`config.mk`:
```
export PLATFORM = sky130hd
export DESIGN_NAME = frame_scan_seq
export DESIGN_NICKNAME = d
export VERILOG_FILES = /design/src/rtl/frs_pkg.sv /design/src/rtl/frs_gain_bank.sv /design/src/rtl/frs_drift_timer.sv /design/src/rtl/frs_col_capture.sv /design/src/rtl/frame_scan_seq.sv
export SDC_FILE = /design/constraint.sdc
export NUM_CORES = 1
export LEC_CHECK = 0
export BUFFER_PORTS_ARGS = -buffer_cell sky130_fd_sc_hd__buf_2
export CAP_MARGIN = 20
export CORE_MARGIN = 10
export CORE_UTILIZATION = 48
export CTS_CLUSTER_DIAMETER = 150
export DETAILED_ROUTE_END_ITERATION = 10
export PLACE_DENSITY_LB_ADDON = 0.12
export SETUP_SLACK_MARGIN = 0.4
export SYNTH_ARGS = -nofsm -noshare
export SYNTH_HDL_FRONTEND = slang
export SYNTH_SLANG_ARGS = --single-unit
```
`constraint.sdc`:
```
create_clock -name clk -period 1.8 [get_ports clk]
set_clock_uncertainty 0.05 [all_clocks]
set_input_delay 0.09 -clock clk [delete_from_list [all_inputs] [get_ports clk]]
set_output_delay 0.09 -clock clk [all_outputs]
set_load 0.01 [all_outputs]
```
`src/rtl/frs_pkg.sv`:
```
package frs_pkg;
   typedef enum logic [2:0] {
      ST_IDLE,
      ST_SNAP,
      ST_LAUNCH,
      ST_WAIT,
      ST_EMIT
   } seq_state_t;
endpackage

```
`src/rtl/frs_gain_bank.sv`:
```
module frs_gain_bank #(
   parameter int CHANS     = 128,
   parameter int GAIN_W    = 3,
   parameter int GAIN_INIT = 0,
   localparam int CH_W     = $clog2(CHANS)
) (
   input  logic                     clk,
   input  logic                     rst_n,
   input  logic                     we,
   input  logic [CH_W-1:0]          ch,
   input  logic [GAIN_W-1:0]        val,
   output logic [CHANS*GAIN_W-1:0]  bus
);
   if (GAIN_INIT >= (1 << GAIN_W)) begin : g_bad_init
      $error("GAIN_INIT does not fit GAIN_W");
   end

   for (genvar i = 0; i < CHANS; i++) begin : g_ch
      logic [GAIN_W-1:0] code_q;
      always_ff @(posedge clk or negedge rst_n) begin
         if (!rst_n)
            code_q <= GAIN_W'(GAIN_INIT);
         else if (we && ch == CH_W'(i))
            code_q <= val;
      end
      assign bus[i*GAIN_W +: GAIN_W] = code_q;
   end

   // a write lands in the addressed field on the next cycle
   a_r10_write_lands: assert property (@(posedge clk) disable iff (!rst_n)
      we |=> bus[$past(ch)*GAIN_W +: GAIN_W] == $past(val));
endmodule

```
`src/rtl/frs_drift_timer.sv`:
```
module frs_drift_timer #(
   parameter int PERIOD = 1000,
   parameter int LEN    = 4,
   localparam int CW    = $clog2(PERIOD)
) (
   input  logic clk,
   input  logic rst_n,
   output logic drift_rst,
   output logic start_ok
);
   if (LEN < 1 || LEN + 1 >= PERIOD) begin : g_bad_len
      $error("drift pulse length must be at least 1 and below PERIOD-1");
   end

   localparam logic [CW-1:0] LAST    = CW'(PERIOD - 1);
   localparam logic [CW-1:0] OPEN_AT = CW'(LEN - 1);
   localparam logic [CW-1:0] LEN_C   = CW'(LEN);

   logic [CW-1:0] cnt_q;

   always_ff @(posedge clk or negedge rst_n) begin
      if (!rst_n)
         cnt_q <= '0;
      else if (cnt_q == LAST)
         cnt_q <= '0;
      else
         cnt_q <= cnt_q + 1'b1;
   end

   assign drift_rst = cnt_q < LEN_C;
   // a strobe issued next cycle must land outside the pulse
   assign start_ok  = (cnt_q >= OPEN_AT) && (cnt_q != LAST);

   // wrap of the counter always opens a new reset pulse
   a_r8_wrap_opens: assert property (@(posedge clk) disable iff (!rst_n)
      cnt_q == LAST |=> drift_rst);
   // permission to start implies the next cycle is free of reset
   a_r9_start_clear: assert property (@(posedge clk) disable iff (!rst_n)
      start_ok |=> !drift_rst);
endmodule

```
`src/rtl/frs_col_capture.sv`:
```
module frs_col_capture #(
   parameter int COLS   = 16,
   parameter int CODE_W = 8
) (
   input  logic                     clk,
   input  logic                     rst_n,
   input  logic                     clear,
   input  logic [COLS-1:0]          done,
   input  logic [COLS*CODE_W-1:0]   codes,
   output logic [COLS*CODE_W-1:0]   held,
   output logic                     all_done
);
   logic [COLS-1:0] got_q;

   for (genvar c = 0; c < COLS; c++) begin : g_col
      logic [CODE_W-1:0] code_q;
      always_ff @(posedge clk or negedge rst_n) begin
         if (!rst_n) begin
            got_q[c] <= 1'b0;
            code_q   <= '0;
         end else if (clear) begin
            got_q[c] <= 1'b0;
         end else if (done[c]) begin
            got_q[c] <= 1'b1;
            code_q   <= codes[c*CODE_W +: CODE_W];
         end
      end
      assign held[c*CODE_W +: CODE_W] = code_q;
   end

   assign all_done = &got_q;

   // a completed row stays complete until the next launch
   a_r7_done_sticky: assert property (@(posedge clk) disable iff (!rst_n)
      all_done && !clear |=> all_done);
endmodule

```
`src/rtl/frame_scan_seq.sv`:
```
module frame_scan_seq #(
   parameter int ROWS         = 8,
   parameter int COLS         = 16,
   parameter int CODE_W       = 8,
   parameter int GAIN_W       = 3,
   parameter int GAIN_INIT    = 0,
   parameter int DRIFT_PERIOD = 1000,
   parameter int DRIFT_LEN    = 4,
   localparam int CHANS       = ROWS * COLS,
   localparam int ROW_W       = $clog2(ROWS),
   localparam int COL_W       = $clog2(COLS),
   localparam int CH_W        = $clog2(CHANS)
) (
   input  logic                     clk,
   input  logic                     rst_n,
   input  logic                     frame_go,
   input  logic                     gain_we,
   input  logic [CH_W-1:0]          gain_ch,
   input  logic [GAIN_W-1:0]        gain_val,
   output logic [CHANS*GAIN_W-1:0]  gain_bus,
   output logic                     sh_strobe,
   output logic                     drift_rst,
   output logic [ROW_W-1:0]         row_sel,
   output logic                     conv_start,
   input  logic [COLS-1:0]          conv_done,
   input  logic [COLS*CODE_W-1:0]   conv_code,
   output logic                     out_valid,
   output logic                     out_first,
   output logic [ROW_W-1:0]         out_row,
   output logic [COL_W-1:0]         out_col,
   output logic [CODE_W-1:0]        out_code
);
   import frs_pkg::*;

   if (ROWS < 2 || COLS < 2) begin : g_bad_dims
      $error("array needs at least two rows and two columns");
   end

   localparam logic [ROW_W-1:0] LAST_ROW = ROW_W'(ROWS - 1);
   localparam logic [COL_W-1:0] LAST_COL = COL_W'(COLS - 1);

   seq_state_t             state_q;
   logic [ROW_W-1:0]       row_q;
   logic [COL_W-1:0]       col_q;
   logic                   start_ok;
   logic                   all_done;
   logic [COLS*CODE_W-1:0] held;

   frs_gain_bank #(
      .CHANS(CHANS), .GAIN_W(GAIN_W), .GAIN_INIT(GAIN_INIT)
   ) u_gain (
      .clk(clk), .rst_n(rst_n), .we(gain_we), .ch(gain_ch),
      .val(gain_val), .bus(gain_bus)
   );

   frs_drift_timer #(
      .PERIOD(DRIFT_PERIOD), .LEN(DRIFT_LEN)
   ) u_drift (
      .clk(clk), .rst_n(rst_n), .drift_rst(drift_rst), .start_ok(start_ok)
   );

   frs_col_capture #(
      .COLS(COLS), .CODE_W(CODE_W)
   ) u_cap (
      .clk(clk), .rst_n(rst_n), .clear(conv_start), .done(conv_done),
      .codes(conv_code), .held(held), .all_done(all_done)
   );

   always_ff @(posedge clk or negedge rst_n) begin
      if (!rst_n) begin
         state_q <= ST_IDLE;
         row_q   <= '0;
         col_q   <= '0;
      end else begin
         unique case (state_q)
            ST_IDLE:   if (frame_go && start_ok) state_q <= ST_SNAP;
            ST_SNAP: begin
               row_q   <= '0;
               state_q <= ST_LAUNCH;
            end
            ST_LAUNCH: state_q <= ST_WAIT;
            ST_WAIT: if (all_done) begin
               col_q   <= '0;
               state_q <= ST_EMIT;
            end
            ST_EMIT: begin
               col_q <= col_q + 1'b1;
               if (col_q == LAST_COL) begin
                  if (row_q == LAST_ROW) begin
                     state_q <= ST_IDLE;
                  end else begin
                     row_q   <= row_q + 1'b1;
                     state_q <= ST_LAUNCH;
                  end
               end
            end
            default: state_q <= ST_IDLE;
         endcase
      end
   end

   assign sh_strobe  = state_q == ST_SNAP;
   assign conv_start = state_q == ST_LAUNCH;
   assign row_sel    = row_q;
   assign out_valid  = state_q == ST_EMIT;
   assign out_row    = row_q;
   assign out_col    = col_q;
   assign out_code   = held[col_q*CODE_W +: CODE_W];
   assign out_first  = out_valid && row_q == '0 && col_q == '0;

   // capture strobe never inside a drift reset
   a_r9_no_strobe_in_reset: assert property (@(posedge clk) disable iff (!rst_n)
      sh_strobe |-> !drift_rst);
   // strobe is a single-cycle pulse
   a_r2_strobe_single: assert property (@(posedge clk) disable iff (!rst_n)
      sh_strobe |=> !sh_strobe);
   // converter start is a single-cycle pulse
   a_r3_start_single: assert property (@(posedge clk) disable iff (!rst_n)
      conv_start |=> !conv_start);
   // columns leave one per cycle without gaps
   a_r4_col_step: assert property (@(posedge clk) disable iff (!rst_n)
      out_valid && out_col != LAST_COL |=> out_valid && out_col == $past(out_col) + 1'b1);
   // no restart before the last sample of the frame
   a_r6_no_early_snap: assert property (@(posedge clk) disable iff (!rst_n)
      out_valid && !(out_row == LAST_ROW && out_col == LAST_COL) |=> !sh_strobe);
   // frame flag only on the origin sample
   a_r5_first_origin: assert property (@(posedge clk) disable iff (!rst_n)
      out_first |-> out_valid && out_row == '0 && out_col == '0);
endmodule

```
==> reports/metrics.yaml <==
status: "finished with violations"
crit_path_max_incr_delay_ps: 490
fin_crit_sh: 1.355
coreArea_mm2: 0.04646
synth_ff_type: "dfrtp_1"
clkSlewWorstSetupHoldPaths_ps: 60
drv_slew: 0
synth_top_area_share: 0.6088
overflow: 0
dp_hpwl_um: 56620
path_buf_inv: 3
relSlewSlack: 0.5990
reg2reg_depth: 9
die_area_mm2: 0.05599
powerDensity_mw_per_mm2: 1147
viasPerCell: 5.545
ys_ff_latch: 548
fp.dieH_um: 236.6
syn2layout_area_growth_pct: 40.35
via_count: 16710
rsz0062_at_grt: "yes"
crit_fanout: 8
critPathSlowestCell: "mux4_2"
vdd_ir_drop_max_v: 0.0009962
ctsHoldBuffers: 148
n_fill_cell: 3234
grt_pass1_vias: 18220
drtIter0Drc: 1069
netlist_top_cells_area: "dfrtp_1 61%, mux2_2 24%, mux2_1 2.0%"
grt_pass1_wl_um: 120300
async_flop_share: 1.000
tightest_slew_ps: 601.5
synth-edff-count: 0
critical_path_class: "register to output pin"
drt-total-wl_um: 82530
syn_inst: 1550
fmax_mhz: 409.9
grt_max_degree: 66
fin_ws_ps: -639.4
hold_ws_ps: -64.81
worstPathArrival_ps: 2300
initial_core_util: 0.4848
finalSetupViolCount: 139
dp_slack_ps: -38.72
numCtsBuffers: 57
worstPathCellList: "clkbuf_16 -> mux4_2 -> mux2i_1 -> buf_4 -> o21ai_2 -> buf_2"
clock-root-buffer: "clkbuf_16"
ant_nets: 0
drive_above_1_share: 0.5754
drv_cap: 0
avgSynthCellArea_um2: 14.53
io_buffers: 564
end_kind: "output pin"
crit_family: "multiplexers"
hold_viol: 29
ys.warnings.count: 0
violations: "hold timing, setup timing"
dr.pass1.iters: 5
min_path_type: "input port to asynchronous set/reset pin"
required_ps: 1660
yosysUniqueCellTypes: 50
die_x_um: 236.6
p_leak_nw: 16.21
min_period_ps: 2439
globalplace.congestion: 0.8458
wl_per_cell_um: 27.39
clk_latency_ps: 610
h-tree-depth: 2
cts_buffer_depth: 3
numClockSinks: 548
rows: 79
route.detailed.drc: 0
synth_fp_nets: 1714
layout.nets: 2528
cts_tree: "done"
grt.total_usage: 0.2827
syn_area_mm2: 0.02252
utilization: 0.6805
path_depth: 6
io_pins: 565
synth_area_leader_cell: "dfrtp_1"
ys_seq_area_frac: 0.6088
grt_antenna_before_repair: 7
startpoint_type: "register"
## synthesized netlist by cell type, drive strengths merged (3+ instances only)
library cell and count:
mux4 16, and2b 4, nor4 3, buf 30
mux2 513, dfrtp 548, xor2 5, nor2 134
or2 3, nor2b 6, nand3b 3, nand4 4
nand2 78, nand3 24, a21oi 3, and2 5
a22oi 16, clkbuf 50, inv 8, ha 6
mux2i 42, or3b 3, o21ai 11, nor3b 3
and3 11
## sequential cells by signal, summed over array words and instances, names as in the netlist
name	cells
out_col	4
out_row	3
state_q	3
u_cap.g_col.code_q	128
u_cap.got_q	16
u_drift.cnt_q	10
u_gain.g_ch.code_q	384
## worst paths after layout
check	startpoint	to	slack, ps
setup reg to reg	state_q[0]	u_cap.g_col[9].code_q[2]	-130
hold reg to reg	u_gain.g_ch[20].code_q[0]	u_gain.g_ch[20].code_q[0]	440
min in group clk	gain_val[1]	u_gain.g_ch[29].code_q[1]	80
max in group asynchronous	rst_n	u_gain.g_ch[74].code_q[2]	920
setup / recovery	out_col[1]	out_code[4]	-640
hold / removal	rst_n	u_gain.g_ch[56].code_q[1]	-60
## per-layer routing
| layer | vias up | share of wire | GRT usage |
|---|---|---|---|
| li1 | 7096 | - | - |
| met1 | 8641 | 0.37 | 0.3323 |
| met2 | 760 | 0.50 | 0.4729 |
| met3 | 209 | 0.088 | 0.08950 |
| met4 | 2 | 0.044 | 0.1156 |
| met5 | - | 0.00016 | 0 |
## final cells by class
class                           instances  area [um^2]  share of cell area
Inverter                               10        62.56            0.001979
Sequential cell                       548        13720              0.4341
Antenna cell                            6        15.01           0.0004749
Clock inverter                         14        122.6            0.003879
Tap cell                              607        759.5             0.02402
Timing Repair Buffer                  835         5832              0.1845
Multi-Input combinational cell        912         9520              0.3012
Clock buffer                           81         1577             0.04987
## power breakdown
part | switching (mW) | internal [mW] | leakage [nW]
Clock | 4.75 | 6.31 | 0.838
Sequential | 1.38 | 14.4 | 7.14
Combinational | 4.33 | 5.06 | 8.24
## cells in the final DEF (no fill, tap or decap), types with 16 or more instances in the layout
| cell | Yosys | final |
|---|---|---|
| dfrtp_1 | 548 | 539 |
| mux2_1 | 40 | 40 |
| nand2_8 | 0 | 16 |
| nor2_1 | 104 | 93 |
| nor2_2 | 20 | 24 |
| clkbuf_1 | 50 | 18 |
| mux2_4 | 0 | 132 |
| nand2_1 | 77 | 60 |
| mux4_2 | 16 | 16 |
| buf_4 | 3 | 73 |
| buf_2 | 24 | 550 |
| buf_6 | 1 | 29 |
| mux2i_1 | 42 | 37 |
| mux2_2 | 473 | 341 |
| clkbuf_16 | 0 | 59 |
| dlygate4sd3_1 | 0 | 148 |
| buf_12 | 0 | 28 |
| nor2_4 | 10 | 17 |
## through the flow
| stage | cells | instance area (um^2) | power, mW | setup TNS, ps | hold slack (ps) |
|---|---|---|---|---|---|
| after floorplan | 1550 | 22770 | 19.27 | 0 | -255.6 |
| after global placement | 2719 | 26820 | 22.12 | -0.9900 | -48.57 |
| after detailed placement | 2719 | 26820 | 22.32 | -168.0 | -43.67 |
| after CTS | 2996 | 31310 | 35.72 | -5713 | -66.20 |
| after global routing | 3013 | 31610 | 37.58 | -14990 | -57.55 |
| final | 3013 | 31610 | 36.26 | -10570 | -64.81 |
## cell families after synthesis
kind of cell    synth area share
flops                     0.6088
compound gates           0.01100
mux                       0.2911
buf+inv                  0.01717
simple gates             0.06583
fa+ha+maj               0.003333
xor+xnor                0.002722
## what timing repair did
item                                   in CTS  in global routing
endpoints found under the hold margin     707                 29
gates cloned                                4                  1
setup endpoints to repair                 180                181
pin swaps                                  31                 10
resized for setup                         231                 48
buffers inserted                           30                 10
Note: power is estimated with default switching activity, not from simulation.
